<file path="src/rtl/tw_pkg.sv">
package tw_pkg;
  localparam int AW          = 32;
  localparam int AP_W        = 8;
  localparam int DOM_W       = 4;
  localparam int DOM_LSB     = 5;
  localparam int L1_BASE_SH  = 14;
  localparam int SEC_SH      = 20;
  localparam int SUP_SH      = 24;
  localparam int LRG_SH      = 16;
  localparam int SML_SH      = 12;
  localparam int TNY_SH      = 10;
  localparam int CRS_BASE_SH = 10;
  localparam int FIN_BASE_SH = 12;
  localparam int SUP_BIT     = 18;
  localparam int SEC_AP_LSB  = 10;
  localparam int PG_AP_LSB   = 4;

  typedef enum logic [2:0] {
    SZ_1K  = 3'd0,
    SZ_4K  = 3'd1,
    SZ_64K = 3'd2,
    SZ_1M  = 3'd3,
    SZ_16M = 3'd4
  } pg_size_e;

  typedef enum logic [1:0] {
    ST_IDLE,
    ST_L1_FETCH,
    ST_L2_FETCH,
    ST_DONE
  } walk_st_e;

  typedef struct packed {
    logic              fault;
    logic              lvl;
    logic [AW-1:0]     pa;
    pg_size_e          size;
    logic [DOM_W-1:0]  dom;
    logic [AP_W-1:0]   ap;
  } walk_res_t;

  function automatic logic [AW-1:0] low_mask(input int sh);
    return (AW'(1) << sh) - AW'(1);
  endfunction

  // frame bits from the descriptor, offset bits from the VA
  function automatic logic [AW-1:0] join_frame(input logic [AW-1:0] d,
                                               input logic [AW-1:0] v,
                                               input int sh);
    return (d & ~low_mask(sh)) | (v & low_mask(sh));
  endfunction

  // table base from the descriptor, word index from VA[hi_sh-1:idx_sh]
  function automatic logic [AW-1:0] table_addr(input logic [AW-1:0] d,
                                               input logic [AW-1:0] v,
                                               input int base_sh,
                                               input int hi_sh,
                                               input int idx_sh);
    logic [AW-1:0] idx;
    idx = (v & low_mask(hi_sh)) >> idx_sh;
    return (d & ~low_mask(base_sh)) | (idx << 2);
  endfunction
endpackage

</file>
<file path="src/rtl/tw_l1_dec.sv">
module tw_l1_dec
  import tw_pkg::*;
(
  input  logic [AW-1:0] desc_i,
  input  logic [AW-1:0] va_i,
  output logic          is_table_o,
  output logic [AW-1:0] l2_addr_o,
  output walk_res_t     res_o
);
  logic [1:0] ap_f;
  assign ap_f = desc_i[SEC_AP_LSB +: 2];

  always_comb begin
    res_o      = '0;
    is_table_o = 1'b0;
    l2_addr_o  = '0;
    unique case (desc_i[1:0])
      2'b00: begin
        res_o.fault = 1'b1;
        res_o.lvl   = 1'b0;
      end
      2'b10: begin
        res_o.dom = desc_i[DOM_LSB +: DOM_W];
        res_o.ap  = {4{ap_f}};
        if (desc_i[SUP_BIT]) begin
          res_o.pa   = join_frame(desc_i, va_i, SUP_SH);
          res_o.size = SZ_16M;
        end else begin
          res_o.pa   = join_frame(desc_i, va_i, SEC_SH);
          res_o.size = SZ_1M;
        end
      end
      2'b01: begin
        is_table_o = 1'b1;
        res_o.dom  = desc_i[DOM_LSB +: DOM_W];
        l2_addr_o  = table_addr(desc_i, va_i, CRS_BASE_SH, SEC_SH, SML_SH);
      end
      default: begin
        is_table_o = 1'b1;
        res_o.dom  = desc_i[DOM_LSB +: DOM_W];
        l2_addr_o  = table_addr(desc_i, va_i, FIN_BASE_SH, SEC_SH, TNY_SH);
      end
    endcase
  end
endmodule

</file>
<file path="src/rtl/tw_l2_dec.sv">
module tw_l2_dec
  import tw_pkg::*;
(
  input  logic [AW-1:0]    desc_i,
  input  logic [AW-1:0]    va_i,
  input  logic [DOM_W-1:0] dom_i,
  output walk_res_t        res_o
);
  always_comb begin
    res_o = '0;
    unique case (desc_i[1:0])
      2'b00: begin
        res_o.fault = 1'b1;
        res_o.lvl   = 1'b1;
      end
      2'b01: begin
        res_o.pa   = join_frame(desc_i, va_i, LRG_SH);
        res_o.size = SZ_64K;
        res_o.ap   = desc_i[PG_AP_LSB +: AP_W];
        res_o.dom  = dom_i;
      end
      2'b10: begin
        res_o.pa   = join_frame(desc_i, va_i, SML_SH);
        res_o.size = SZ_4K;
        res_o.ap   = desc_i[PG_AP_LSB +: AP_W];
        res_o.dom  = dom_i;
      end
      default: begin
        res_o.pa   = join_frame(desc_i, va_i, TNY_SH);
        res_o.size = SZ_1K;
        res_o.ap   = {4{desc_i[PG_AP_LSB +: 2]}};
        res_o.dom  = dom_i;
      end
    endcase
  end
endmodule

</file>
<file path="src/rtl/tw_walker.sv">
module tw_walker
  import tw_pkg::*;
(
  input  logic          clk_i,
  input  logic          rst_ni,
  input  logic          req_valid_i,
  output logic          req_ready_o,
  input  logic [31:0]   req_va_i,
  input  logic [31:0]   req_base_i,
  output logic          busy_o,
  output logic          mem_req_o,
  output logic [31:0]   mem_addr_o,
  input  logic          mem_rvalid_i,
  input  logic [31:0]   mem_rdata_i,
  output logic          resp_valid_o,
  input  logic          resp_ready_i,
  output logic          resp_fault_o,
  output logic          resp_fault_lvl_o,
  output logic [31:0]   resp_pa_o,
  output logic [2:0]    resp_size_o,
  output logic [3:0]    resp_dom_o,
  output logic [7:0]    resp_ap_o
);
  walk_st_e         state_q;
  logic             issued_q;
  logic [AW-1:0]    va_q;
  logic [AW-1:0]    addr_q;
  logic [DOM_W-1:0] dom_q;
  walk_res_t        res_q;

  logic             l1_table;
  logic [AW-1:0]    l1_l2_addr;
  walk_res_t        l1_res;
  walk_res_t        l2_res;
  logic [AW-1:0]    l1_addr;
  logic             fetch_st;
  logic             rd_done;

  assign l1_addr = table_addr(req_base_i, req_va_i, L1_BASE_SH, AW, SEC_SH);

  tw_l1_dec u_l1_dec (
    .desc_i     (mem_rdata_i),
    .va_i       (va_q),
    .is_table_o (l1_table),
    .l2_addr_o  (l1_l2_addr),
    .res_o      (l1_res)
  );

  tw_l2_dec u_l2_dec (
    .desc_i (mem_rdata_i),
    .va_i   (va_q),
    .dom_i  (dom_q),
    .res_o  (l2_res)
  );

  assign fetch_st = (state_q == ST_L1_FETCH) || (state_q == ST_L2_FETCH);
  assign rd_done  = fetch_st && issued_q && mem_rvalid_i;

  always_ff @(posedge clk_i or negedge rst_ni) begin
    if (!rst_ni) begin
      state_q  <= ST_IDLE;
      issued_q <= 1'b0;
      va_q     <= '0;
      addr_q   <= '0;
      dom_q    <= '0;
      res_q    <= '0;
    end else begin
      if (mem_req_o) issued_q <= 1'b1;
      unique case (state_q)
        ST_IDLE: begin
          if (req_valid_i) begin
            va_q     <= req_va_i;
            addr_q   <= l1_addr;
            issued_q <= 1'b0;
            state_q  <= ST_L1_FETCH;
          end
        end
        ST_L1_FETCH: begin
          if (rd_done) begin
            if (l1_table) begin
              addr_q   <= l1_l2_addr;
              dom_q    <= l1_res.dom;
              issued_q <= 1'b0;
              state_q  <= ST_L2_FETCH;
            end else begin
              res_q   <= l1_res;
              state_q <= ST_DONE;
            end
          end
        end
        ST_L2_FETCH: begin
          if (rd_done) begin
            res_q   <= l2_res;
            state_q <= ST_DONE;
          end
        end
        default: begin
          if (resp_ready_i) state_q <= ST_IDLE;
        end
      endcase
    end
  end

  assign req_ready_o      = (state_q == ST_IDLE);
  assign busy_o           = (state_q != ST_IDLE);
  assign mem_req_o        = fetch_st && !issued_q;
  assign mem_addr_o       = addr_q;
  assign resp_valid_o     = (state_q == ST_DONE);
  assign resp_fault_o     = res_q.fault;
  assign resp_fault_lvl_o = res_q.lvl;
  assign resp_pa_o        = res_q.pa;
  assign resp_size_o      = res_q.size;
  assign resp_dom_o       = res_q.dom;
  assign resp_ap_o        = res_q.ap;

  AST_BUSY_HOLD: assert property (@(posedge clk_i) disable iff (!rst_ni)
    busy_o && !(resp_valid_o && resp_ready_i) |=> busy_o && !req_ready_o);
  AST_FIRST_READ_ADDR: assert property (@(posedge clk_i) disable iff (!rst_ni)
    $rose(busy_o) |-> mem_req_o &&
      mem_addr_o == {$past(req_base_i[31:14]), $past(req_va_i[31:20]), 2'b00});
  AST_NO_READ_PENDING: assert property (@(posedge clk_i) disable iff (!rst_ni)
    resp_valid_o |-> !mem_req_o);
  AST_READ_PULSE: assert property (@(posedge clk_i) disable iff (!rst_ni)
    mem_req_o |=> !mem_req_o);
  AST_RESP_STABLE: assert property (@(posedge clk_i) disable iff (!rst_ni)
    resp_valid_o && !resp_ready_i |=> resp_valid_o && $stable(resp_pa_o) &&
      $stable(resp_ap_o) && $stable(resp_fault_o) && $stable(resp_size_o));
  AST_FAULT_ZERO: assert property (@(posedge clk_i) disable iff (!rst_ni)
    resp_valid_o && resp_fault_o |-> resp_pa_o == '0 && resp_ap_o == '0 &&
      resp_dom_o == '0 && resp_size_o == '0);
endmodule

</file>
<file path="config.mk">
export PLATFORM = sky130hd
export DESIGN_NAME = tw_walker
export DESIGN_NICKNAME = d
export VERILOG_FILES = /design/src/rtl/tw_pkg.sv /design/src/rtl/tw_l1_dec.sv /design/src/rtl/tw_l2_dec.sv /design/src/rtl/tw_walker.sv
export SDC_FILE = /design/constraint.sdc
export NUM_CORES = 1
export LEC_CHECK = 0
export BUFFER_PORTS_ARGS = -buffer_cell sky130_fd_sc_hd__buf_2
export CAP_MARGIN = 20
export CORE_MARGIN = 2
export CORE_UTILIZATION = 51
export CTS_CLUSTER_SIZE = 24
export DETAILED_ROUTE_END_ITERATION = 10
export PLACE_DENSITY_LB_ADDON = 0.15
export SLEW_MARGIN = 40
export SYNTH_ARGS = -nofsm -noshare
export SYNTH_HDL_FRONTEND = slang
export SYNTH_SLANG_ARGS = --single-unit
</file>
<file path="constraint.sdc">
create_clock -name clk_i -period 2.4 [get_ports clk_i]
set_input_delay 0.48 -clock clk_i [delete_from_list [all_inputs] [get_ports clk_i]]
set_output_delay 0.48 -clock clk_i [all_outputs]
set_load 0.02 [all_outputs]
</file>
==> reports/results.ini <==
[clock_network]
cts_sinks = 110
cts.path.max_buffers = 2
clk_latency_ns = 0.37
holdBufCountCts = 0
post_cts_buffers = 0
cts_root_buf = clkbuf_8
htreeDepth = 3
clkTransAtPathRegs_ns = 0.10
cts_resized = 0
cts_tree = done
cts_buffers = 9

[worst_setup_path]
cpPeakStageDelay_ns = 0.42
path_class = flip-flop to flip-flop
path_depth = 6
start_kind = flip-flop
reg2reg_from = state_q[0]
end_kind = flip-flop
cp.required_ns = 2.66
regToRegSetupSlack_ns = 0.25
rr_endpoint = mem_addr_o[27]
critPathSlowestCell = dfrtp_1
critPathMaxFanout = 31
critPathCapture = mem_addr_o[27]
path_delay_family = flip-flops
worstPathCellList = inv_1, ha_1, nand3_2, o31ai_4, buf_12, mux2_2
crit_buf_inv = 2
arrival_ns = 2.41
setup.worst_path.start = state_q[0]
r2r_cells = 6

[place]
dpl.hpwl_mm = 9.76
port_buffers = 167
placed_cell_area_um2 = 6510
pre_cts_ws_ns = 0.266
finalWeightedCongestion = 0.807

[timing]
rsz0062_at_grt = false
timing.hold.ws_ns = 0.0514
layout_setup_ws_ns = 0.246
period_share = 0.898
max_freq_mhz = 464
finalSetupTns_ns = 0
setup_viol = 0
final-hold-violation-count = 0
period_needed_ns = 2.15
maxSlewViolCount = 0
fin_worst_skew_ns = 0.00641

[yosys]
ys_seq_elements = 110
synthTopCellsByArea = dfrtp_1 50%, mux2_2 20%, mux2i_1 5.3%, nand2_1 3.1%, inv_1 2.3%
postSynthAreaPerCell_um2 = 12.0
syn_area_um2 = 5510
synthFlopType = dfrtp_1
ys_seq_area_frac = 0.499
ys_async_sr_fraction = 1.00
yosysUniqueCellTypes = 45
yosysTopAreaCell = dfrtp_1
syn_inst = 458
synth_common_cells = 110 x dfrtp_1, 99 x mux2_2, 46 x nand2_1
synth_most_common_cell = dfrtp_1
synth_edf_count = 0
ys_warn_count = 0
yosysTopAreaCellShare = 0.499

[die]
die_w_um = 108
ioPinCount = 186
dieArea_um2 = 11700
design.core.area_um2 = 10400
rows = 37
die-height_um = 108
initial_core_util = 0.529

[layout]
antenna_cells = 0
fin_area_um2 = 6710
drive_gt1_frac = 0.490
syn_to_final_growth_pct = 21.6
fin_util = 0.644
final_nets = 725

[detailed_routing]
first_pass_iters = 4
viasPerCell = 5.47
drc_errors = 0
wl_per_cell_um = 17.5
vias = 4159
drtIter0Drc = 162
drtAntennaViolNets = 0
wl_mm = 13.3

[global_routing]
grt_pass1_wl_mm = 21.2
overflow = 0
antenna_found_initial = 0
grt_pass1_vias = 4167
grt_use_total = 0.237
grt_max_degree = 42

[worst_hold_path]
hp-class = input port to async pin

[pwr]
peakVddDrop_v = 0.000652
power.leakage_nw = 3.32
power_density_nw_per_um2 = 1280

[status]
status = complete, no violations

[flow_run]
cap_viol_max_count = 0

## worst reg2reg max path, cell delays in order, from the launching register on
cell,delay (ns)
dfrtp_1,0.42
inv_1,0.08
ha_1,0.41
nand3_2,0.21
o31ai_4,0.30
buf_12,0.25
mux2_2,0.38
## state kept, by name, summed over array words and instances, names as in the netlist
name / cells
resp_ap_o: 8
resp_fault_o: 1
va_q: 24
mem_addr_o: 30
dom_q: 4
issued_q: 1
resp_pa_o: 32
resp_size_o: 3
resp_dom_o: 4
resp_fault_lvl_o: 1
state_q: 2
## cell families after synthesis
kind of cell | after synthesis | synth area share
multiplexers | 130 | 0.260
flip-flops | 110 | 0.499
AND/OR/NAND/NOR | 94 | 0.0951
buffers and inverters | 66 | 0.0588
AO/OA/AOI/OAI | 52 | 0.0760
adder cells (fa/ha/maj) | 4 | 0.00908
other | 1 | 0.000680
XOR/XNOR | 1 | 0.00159
## power by group
group	leakage, nW	switching (mW)	internal, mW
registers	1.37	0.526	2.70
logic	1.84	2.32	1.88
clock network	0.106	0.615	0.536
## per-stage QoR
| stage | power (mW) | instances |
|---|---|---|
| 2_1_floorplan | 6.17 | 459 |
| 3_3_place_gp | 7.35 | 745 |
| 3_5_place_dp | 7.50 | 745 |
| 4_1_cts | 8.67 | 761 |
| 5_1_grt | 9.14 | 761 |
| 6_report | 8.57 | 761 |
## how the worst min path moves through the flow
| stage | endpoint | cells after the start | startpoint |
|---|---|---|---|
| after floorplan | dom_q[0] | 0 | rst_ni |
| after global placement | resp_pa_o[1] | 1 | rst_ni |
| after detailed placement | resp_pa_o[1] | 1 | rst_ni |
| after CTS | resp_pa_o[1] | 1 | rst_ni |
| after global routing | va_q[1] | 1 | rst_ni |
| final | resp_pa_o[1] | 1 | rst_ni |
## placed cells by master, fill, tap and decap left out, types with 2 or more instances in the layout
cell type    n
buf_12       4
buf_2      166
a21bo_2      2
inv_1       34
a22o_1       5
clkinv_2     3
o221ai_1    12
a32o_1       4
or4bb_1      2
nand4b_1    12
nor2b_1      4
mux2i_1     29
nor2_1       8
nand2_1     46
o2bb2ai_1    2
clkbuf_8    11
buf_4       12
mux2_2      99
o211ai_1     2
o22ai_1      2
dfrtp_1    110
and3_1       6
a211o_1      4
o21ai_0     10
o21bai_1     2
conb_1       2
ha_1         3
nand4_1      4
and4b_1      4
## per-layer routing
metal	global-route usage	wire length [µm]	vias to the layer above
li1	-	-	1946
met1	0.317	5760	2048
met2	0.387	6450	155
met3	0.0555	948	10
met4	0.0723	140	0
met5	0	0	-
## layout make-up
cell class	count	area (µm²)
Clock buffer	12	155
Inverter	34	128
Timing Repair Buffer	182	1000
Multi-Input combinational cell	283	2450
Fill cell	889	3710
Tap cell	136	170
Clock inverter	4	45.0
Sequential cell	110	2750
No activity file was read; power rests on OpenSTA's default activity.
